### src/rtl/mdist_pkg.sv
package mdist_pkg;

    typedef enum logic {
        ORD_SAMP_OUTER = 1'b0,
        ORD_REF_OUTER  = 1'b1
    } walk_order_e;

    function automatic int unsigned idx_bits(input int unsigned count);
        return (count > 1) ? $clog2(count) : 1;
    endfunction

    function automatic int unsigned tree_levels(input int unsigned leaves);
        return (leaves > 1) ? $clog2(leaves) : 0;
    endfunction

endpackage

### src/rtl/mdist_pair_walker.sv
module mdist_pair_walker
    import mdist_pkg::*;
#(
    parameter int unsigned NUM_SAMP = 4,
    parameter int unsigned NUM_REF  = 3,
    localparam int unsigned N_W = idx_bits(NUM_SAMP),
    localparam int unsigned K_W = idx_bits(NUM_REF)
)(
    input  logic           clk,
    input  logic           rst_n,
    input  logic           start,
    input  logic           ref_outer,
    output logic           busy,
    output logic [N_W-1:0] cur_n,
    output logic [K_W-1:0] cur_k,
    output logic           is_last
);
    localparam logic [N_W-1:0] N_LAST = N_W'(NUM_SAMP - 1);
    localparam logic [K_W-1:0] K_LAST = K_W'(NUM_REF - 1);

    typedef struct packed {
        logic           busy;
        walk_order_e    order;
        logic [N_W-1:0] n;
        logic [K_W-1:0] k;
    } walk_t;

    walk_t st_d, st_q;
    logic  at_end;

    always_comb begin
        st_d   = st_q;
        at_end = (st_q.n == N_LAST) && (st_q.k == K_LAST);
        if (!st_q.busy) begin
            if (start) begin
                st_d.busy  = 1'b1;
                st_d.order = walk_order_e'(ref_outer);
                st_d.n     = '0;
                st_d.k     = '0;
            end
        end else if (at_end) begin
            st_d.busy = 1'b0;
            st_d.n    = '0;
            st_d.k    = '0;
        end else if (st_q.order == ORD_SAMP_OUTER) begin
            if (st_q.k == K_LAST) begin
                st_d.k = '0;
                st_d.n = st_q.n + 1'b1;
            end else begin
                st_d.k = st_q.k + 1'b1;
            end
        end else begin
            if (st_q.n == N_LAST) begin
                st_d.n = '0;
                st_d.k = st_q.k + 1'b1;
            end else begin
                st_d.n = st_q.n + 1'b1;
            end
        end
    end

    always_ff @(posedge clk or negedge rst_n) begin
        if (!rst_n) begin
            st_q <= '0;
        end else begin
            st_q <= st_d;
        end
    end

    assign busy    = st_q.busy;
    assign cur_n   = st_q.n;
    assign cur_k   = st_q.k;
    assign is_last = st_q.busy && at_end;

endmodule

### src/rtl/mdist_absdiff_lanes.sv
module mdist_absdiff_lanes #(
    parameter int unsigned NUM_FEAT = 5,
    parameter int unsigned DATA_W   = 8,
    localparam int unsigned VEC_W = NUM_FEAT * DATA_W
)(
    input  logic [VEC_W-1:0] vec_a,
    input  logic [VEC_W-1:0] vec_b,
    output logic [VEC_W-1:0] lane_abs
);
    for (genvar m = 0; m < NUM_FEAT; m++) begin : g_lane
        logic [DATA_W-1:0] a_m;
        logic [DATA_W-1:0] b_m;
        assign a_m = vec_a[m*DATA_W +: DATA_W];
        assign b_m = vec_b[m*DATA_W +: DATA_W];
        assign lane_abs[m*DATA_W +: DATA_W] = (a_m >= b_m) ? (a_m - b_m) : (b_m - a_m);
    end

endmodule

### src/rtl/mdist_adder_tree.sv
module mdist_adder_tree
    import mdist_pkg::*;
#(
    parameter int unsigned NUM_FEAT    = 5,
    parameter int unsigned DATA_W      = 8,
    parameter bit          PIPE_LEVELS = 1'b1,
    localparam int unsigned LVLS   = tree_levels(NUM_FEAT),
    localparam int unsigned LEAVES = 1 << LVLS,
    localparam int unsigned SUM_W  = DATA_W + LVLS
)(
    input  logic                       clk,
    input  logic                       rst_n,
    input  logic [NUM_FEAT*DATA_W-1:0] lane_abs,
    output logic [SUM_W-1:0]           sum
);
    // lvl[l] holds the operands seen by level l; add_c[l] its pairwise sums
    logic [SUM_W-1:0] lvl   [LVLS+1][LEAVES];
    logic [SUM_W-1:0] add_c [LVLS][LEAVES];

    for (genvar i = 0; i < LEAVES; i++) begin : g_leaf
        if (i < NUM_FEAT) begin : g_used
            assign lvl[0][i] = SUM_W'(lane_abs[i*DATA_W +: DATA_W]);
        end else begin : g_pad
            assign lvl[0][i] = '0;
        end
    end

    for (genvar l = 0; l < LVLS; l++) begin : g_lvl
        for (genvar i = 0; i < LEAVES; i++) begin : g_node
            if (i < (LEAVES >> (l + 1))) begin : g_add
                assign add_c[l][i] = lvl[l][2*i] + lvl[l][2*i+1];
            end else begin : g_idle
                assign add_c[l][i] = '0;
            end
        end
    end

    if (PIPE_LEVELS) begin : g_pipe
        logic [SUM_W-1:0] stg_q [LVLS][LEAVES];

        always_ff @(posedge clk or negedge rst_n) begin
            if (!rst_n) begin
                for (int l = 0; l < LVLS; l++) begin
                    for (int i = 0; i < LEAVES; i++) begin
                        stg_q[l][i] <= '0;
                    end
                end
            end else begin
                stg_q <= add_c;
            end
        end

        for (genvar l = 0; l < LVLS; l++) begin : g_up
            for (genvar i = 0; i < LEAVES; i++) begin : g_cp
                assign lvl[l+1][i] = stg_q[l][i];
            end
        end
        assign sum = lvl[LVLS][0];
    end else begin : g_comb
        logic [SUM_W-1:0] sum_q;

        for (genvar l = 0; l < LVLS; l++) begin : g_up
            for (genvar i = 0; i < LEAVES; i++) begin : g_cp
                assign lvl[l+1][i] = add_c[l][i];
            end
        end

        always_ff @(posedge clk or negedge rst_n) begin
            if (!rst_n) begin
                sum_q <= '0;
            end else begin
                sum_q <= lvl[LVLS][0];
            end
        end
        assign sum = sum_q;
    end

endmodule

### src/rtl/mdist_tag_pipe.sv
module mdist_tag_pipe #(
    parameter int unsigned N_W   = 2,
    parameter int unsigned K_W   = 2,
    parameter int unsigned DEPTH = 3
)(
    input  logic           clk,
    input  logic           rst_n,
    input  logic           in_valid,
    input  logic           in_last,
    input  logic [N_W-1:0] in_n,
    input  logic [K_W-1:0] in_k,
    output logic           out_valid,
    output logic           out_last,
    output logic [N_W-1:0] out_n,
    output logic [K_W-1:0] out_k
);
    typedef struct packed {
        logic           valid;
        logic           last;
        logic [N_W-1:0] n;
        logic [K_W-1:0] k;
    } tag_t;

    tag_t tag_d [DEPTH];
    tag_t tag_q [DEPTH];

    always_comb begin
        tag_d[0].valid = in_valid;
        tag_d[0].last  = in_last;
        tag_d[0].n     = in_n;
        tag_d[0].k     = in_k;
        for (int s = 1; s < DEPTH; s++) begin
            tag_d[s] = tag_q[s-1];
        end
    end

    always_ff @(posedge clk or negedge rst_n) begin
        if (!rst_n) begin
            for (int s = 0; s < DEPTH; s++) begin
                tag_q[s] <= '0;
            end
        end else begin
            tag_q <= tag_d;
        end
    end

    assign out_valid = tag_q[DEPTH-1].valid;
    assign out_last  = tag_q[DEPTH-1].last;
    assign out_n     = tag_q[DEPTH-1].n;
    assign out_k     = tag_q[DEPTH-1].k;

endmodule

### src/rtl/mdist_tree_unit.sv
module mdist_tree_unit
    import mdist_pkg::*;
#(
    parameter int unsigned NUM_FEAT    = 5,
    parameter int unsigned DATA_W      = 8,
    parameter int unsigned NUM_SAMP    = 4,
    parameter int unsigned NUM_REF     = 3,
    parameter bit          PIPE_LEVELS = 1'b1,
    localparam int unsigned TREE_LVLS = tree_levels(NUM_FEAT),
    localparam int unsigned SUM_W     = DATA_W + TREE_LVLS,
    localparam int unsigned N_W       = idx_bits(NUM_SAMP),
    localparam int unsigned K_W       = idx_bits(NUM_REF),
    localparam int unsigned VEC_W     = NUM_FEAT * DATA_W
)(
    input  logic             clk,
    input  logic             rst_n,
    input  logic             start,
    input  logic             ref_outer,
    output logic [N_W-1:0]   req_n,
    output logic [K_W-1:0]   req_k,
    input  logic [VEC_W-1:0] samp_vec,
    input  logic [VEC_W-1:0] ref_vec,
    output logic             out_valid,
    output logic [N_W-1:0]   out_n,
    output logic [K_W-1:0]   out_k,
    output logic [SUM_W-1:0] out_dist,
    output logic             done
);
    // NUM_FEAT must be at least 2 so the tree has one or more levels
    localparam int unsigned LAT = PIPE_LEVELS ? TREE_LVLS : 1;

    logic             walk_busy;
    logic             walk_last;
    logic [VEC_W-1:0] lane_abs;
    logic             res_last;
    logic             done_d, done_q;

    mdist_pair_walker #(
        .NUM_SAMP (NUM_SAMP),
        .NUM_REF  (NUM_REF)
    ) u_walker (
        .clk       (clk),
        .rst_n     (rst_n),
        .start     (start),
        .ref_outer (ref_outer),
        .busy      (walk_busy),
        .cur_n     (req_n),
        .cur_k     (req_k),
        .is_last   (walk_last)
    );

    mdist_absdiff_lanes #(
        .NUM_FEAT (NUM_FEAT),
        .DATA_W   (DATA_W)
    ) u_lanes (
        .vec_a    (samp_vec),
        .vec_b    (ref_vec),
        .lane_abs (lane_abs)
    );

    mdist_adder_tree #(
        .NUM_FEAT    (NUM_FEAT),
        .DATA_W      (DATA_W),
        .PIPE_LEVELS (PIPE_LEVELS)
    ) u_tree (
        .clk      (clk),
        .rst_n    (rst_n),
        .lane_abs (lane_abs),
        .sum      (out_dist)
    );

    mdist_tag_pipe #(
        .N_W   (N_W),
        .K_W   (K_W),
        .DEPTH (LAT)
    ) u_tags (
        .clk       (clk),
        .rst_n     (rst_n),
        .in_valid  (walk_busy),
        .in_last   (walk_last),
        .in_n      (req_n),
        .in_k      (req_k),
        .out_valid (out_valid),
        .out_last  (res_last),
        .out_n     (out_n),
        .out_k     (out_k)
    );

    always_comb begin
        done_d = out_valid && res_last;
    end

    always_ff @(posedge clk or negedge rst_n) begin
        if (!rst_n) begin
            done_q <= 1'b0;
        end else begin
            done_q <= done_d;
        end
    end

    assign done = done_q;

endmodule

### config.mk
export PLATFORM = sky130hd
export DESIGN_NAME = mdist_tree_unit
export DESIGN_NICKNAME = d
export VERILOG_FILES = /design/src/rtl/mdist_pkg.sv /design/src/rtl/mdist_pair_walker.sv /design/src/rtl/mdist_absdiff_lanes.sv /design/src/rtl/mdist_adder_tree.sv /design/src/rtl/mdist_tag_pipe.sv /design/src/rtl/mdist_tree_unit.sv
export SDC_FILE = /design/constraint.sdc
export NUM_CORES = 1
export LEC_CHECK = 0
export BUFFER_PORTS_ARGS = -buffer_cell sky130_fd_sc_hd__clkbuf_2
export CORE_ASPECT_RATIO = 0.8
export CORE_MARGIN = 4
export CORE_UTILIZATION = 58
export CTS_CLUSTER_SIZE = 40
export DETAILED_ROUTE_END_ITERATION = 6
export GPL_ROUTABILITY_DRIVEN = 1
export PLACE_DENSITY = 0.82
export SLEW_MARGIN = 5
export SYNTH_ARGS = -nofsm -noshare
export SYNTH_HDL_FRONTEND = slang
export SYNTH_HIERARCHICAL = 1
export SYNTH_SLANG_ARGS = --single-unit
### constraint.sdc
create_clock -name clk -period 2.2 [get_ports clk]
set_input_delay 0.33 -clock clk [delete_from_list [all_inputs] [get_ports clk]]
set_output_delay 0.33 -clock clk [all_outputs]
set_load 0.05 [all_outputs]
==> key figures <==
Yosys
  – Synth area leaders: dfrtp_1 (30%), ha_1 (20%), mux2i_1 (5.8%), inv_1 (5.4%), fa_1 (4.1%)
  – Syn avg cell area: around 9.6 sq um
  – Gate Count Post-Synth: around 700
  – Post-Synth Adder-Cell Area: 0.243
  – Synth Area in Compound Gates: 0.157
  – Ys Warns: 6
  – Largest family of logic cells by synthesized area: adder cells
  – Synth Flop Type: dfrtp_1
  – EDFF count, synth: 0
  – Post-synthesis sequential area ratio: 0.295
  – Mapped Nets: 910
  – Mapped Area: 0.00678 sq mm
  – Area leader, netlist: dfrtp_1
  – Async SR Flop Fraction: 1.00
  – Mux cell area share after synthesis: 0.0592
  – Synth cell types: between 50 and 60
  – Area fraction of the dominant cell type after synthesis: 0.295
  – Post-Synth Simple-Gate Area: 0.0884
  – Synthesized-area fraction occupied by xor and xnor cells: 0.0736
  – Number of synthesized register bits: 80

Detailed routing
  – Antenna-violating nets left: 0
  – WL/cell: 15.3 microns
  – DRT iter0 DRCs: 298
  – DRC: 0
  – TritonRoute pass-1 iters: 5
  – Via density: ~5.4
  – Vias: between 5000 and 6000
  – Routed Wire Length: around 16000 microns

Setup path
  – WS Path Type: primary input to flop
  – Worst flop-to-flop path endpoint: u_tree/g_pipe.stg_q[173]$_DFF_PN0_
  – CP max FO: 5
  – Crit. End Element: flop
  – Worst r2r path cells: 8
  – CP required: 2.41 ns
  – Flop-to-flop setup slack: ~0.25 ns
  – CP startpoint kind: primary input
  – Worst Path Arrival: 3.12 ns
  – R2r startpoint: u_tree/g_pipe.stg_q[253]$_DFF_PN0_

Cells and area
  – Layout area overhead: 32.9%
  – Share of layout cells above drive strength 1: 0.355
  – Most common cell after layout, fill and taps aside: buf_4
  – Most frequent cells in the layout: buf_4 (126), clkbuf_2 (97), ha_1 (96)
  – Nets: 1131
  – N_diodes: 0

Hold path
  – Hold endpoint: u_walker/st_q[4]$_DFFE_PN0P_
  – Hold path depth: 2
  – Hold Crit Class: primary input to flop
  – Hold Startpoint: ref_outer

Floorplanning
  – Die ar.: 0.0135 sq mm
  – Core Region: 0.0115 sq mm
  – Die W: 129 microns
  – Top Ports: roughly 110
  – # rows: 35
  – Initial core utilization: 0.591
  – Chip Height: 105 microns

GRT
  – Overall routing resource usage: 0.237
  – Largest net degree at the start of global routing: between 40 and 50
  – Initial antenna violation count: 0
  – GR Overflow Total: 0
  – Global-route wire length before repair: 26700 microns
  – Vias in the first global route: just over 6000

Timing
  – Worst setup margin: -0.714 ns
  – Max Fclk: 343 MHz
  – Hold WS: 0.238 ns
  – Slew HR: 0.652
  – Tmin final: ~3 ns
  – Post-route clock period utilization: 1.32
  – Worst-margin pin slew: just over 0.5 ns
  – Setup violations, final: 15
  – Fin. max-slew vios: 0
  – Fin Clk Skew: 0.00363 ns
  – RSZ-0062 raised after global routing: true
  – Hold Vio Cnt, Final: 0

Power and ir drop
  – Pleak: 4.84 nW
  – P_sw: 0.00402 W
  – VDD IR max: 0.557 mV
  – Internal: 0.00538 W
  – Sw Ratio: 0.427
  – Clock Power Share: 0.143
  – Pwr dens: 1040 mW/mm^2
  – Combinational power share: 0.599
  – Flop pwr share: 0.257

Clocking
  – CTS tree: yes
  – CTS root buffer: clkbuf_16
  – Reg clk slew, reported paths: 0.06 ns
  – H-tree Lvls: 3
  – Worst-Skew Late Latency: about 0.33 ns
  – Num CTS Buffers: 9
  – CTS Buffer Depth: 2
  – Clock Sinks: 80

Place
  – IO Port Bufs: 104
  – Placer Congestion: 0.888
  – Hpwl dp: 12400 microns
  – Setup WS pre-CTS: -1.09 ns

Run status
  – Failing checks: negative setup slack
  – Outcome: complete, but fails checks

Flow run
  – Max-cap viol count: 0
[worst max-delay path, stage by stage]
cell and delay (ns):
buf_6 0.10, inv_2 0.07, ha_4 0.23, a21oi_4 0.14
o21ai_2 0.07, o21a_1 0.21, a211oi_4 0.33, mux2i_1 0.31
xor2_1 0.20, ha_1 0.28, a21o_1 0.21, a21oi_2 0.19
o21ai_2 0.10, nor4_2 0.28, a21oi_1 0.07
[final cells by class]
cell class / count / area, sq um
flip-flops and latches: 80 / 2000
clock buffers: 9 / 225
fillers: 754 / 2460
clock inverters: 7 / 55.1
inverters: 98 / 380
repair buffers: 239 / 1640
multi-input cells: 496 / 4520
well taps: 148 / 185
[sequential cells by signal (all words and copies together) (netlist names)]
name                 flops
u_tree/sum              11
u_tags/out_last          1
u_tree/g_pipe.stg_q     44
u_walker/st_q            1
u_walker/cur_n           2
done                     1
u_tags/out_k             2
u_tags/out_n             2
u_walker/cur_k           2
u_tags/out_valid         1
u_walker/busy            1
u_tags/tag_d            12
[per-stage QoR]
step / power [W] / cells / cell area [sq um] / utilization / setup TNS (ns)
after floorplan: 0.00620 / 703 / 6880 / - / -8.50
after global placement: 0.00723 / 1047 / 8310 / 0.724 / -11.86
after detailed placement: 0.00752 / 1047 / 8310 / 0.724 / -13.49
after CTS: 0.00916 / 1073 / 8840 / 0.770 / -5.10
after global routing: 0.0100 / 1077 / 9010 / 0.785 / -8.65
final: 0.00940 / 1077 / 9010 / 0.785 / -6.86
[worst max-delay path by stage]
stage | startpoint | to | slack [ns] | cells past startpoint
global placement | samp_vec[8] | u_tree/g_pipe.stg_q[261]$_DFF_PN0_ | -0.99 | 15
floorplan | samp_vec[24] | u_tree/g_pipe.stg_q[250]$_DFF_PN0_ | -0.84 | 15
global route | samp_vec[24] | u_tree/g_pipe.stg_q[247]$_DFF_PN0_ | -0.82 | 16
finish | samp_vec[3] | u_tree/g_pipe.stg_q[261]$_DFF_PN0_ | -0.71 | 15
detailed placement | samp_vec[8] | u_tree/g_pipe.stg_q[261]$_DFF_PN0_ | -1.09 | 15
CTS | ref_vec[5] | u_tree/g_pipe.stg_q[261]$_DFF_PN0_ | -0.54 | 14
[synth_stat cells (16+ instances only)]
cell type,instances
ha_1,109
inv_1,98
dfrtp_1,80
a21oi_1,51
mux2i_1,39
o21ai_0,35
nand2_1,30
xnor2_1,30
a21o_1,27
xor2_1,27
nor2_1,23
a31oi_1,17
buf_4,16
[cells by family (layout without fill, tap and decap cells)]
logic type | after synthesis | in the layout
AOI/OAI and AO/OA | 163 | 163
buffers and inverters | 127 | 353
adders and majority gates | 123 | 123
and+or+nand+nor | 113 | 113
DFF | 80 | 80
xor gates and xnor gates | 57 | 57
muxes | 40 | 40
[metal layers]
layer | GRT usage | part of all wire | vias up
met2 | 0.435 | 0.52 | 198
li1 | - | - | 2834
met3 | 0.0388 | 0.049 | 42
met5 | 0 | 0 | -
met1 | 0.281 | 0.41 | 2745
met4 | 0.0735 | 0.023 | 0
[power by group through the flow]
stage,Clock (W),Sequential (W),Combinational (W)
after floorplan,0,0.00247,0.00374
after global placement,0,0.00240,0.00482
after detailed placement,0,0.00244,0.00509
after CTS,0.00138,0.00242,0.00536
after global routing,0.00143,0.00248,0.00611
final,0.00135,0.00242,0.00564
[repair_timing]
action                                  4_1_cts  5_1_grt
endpoints found under the hold margin        35        0
gates resized for setup                      38       37
endpoints found under the setup margin       16       16
buffers inserted                              9        4
hold buffers                                  1        0
pin swaps                                    41       39
Power figures use the tool's default switching activity.
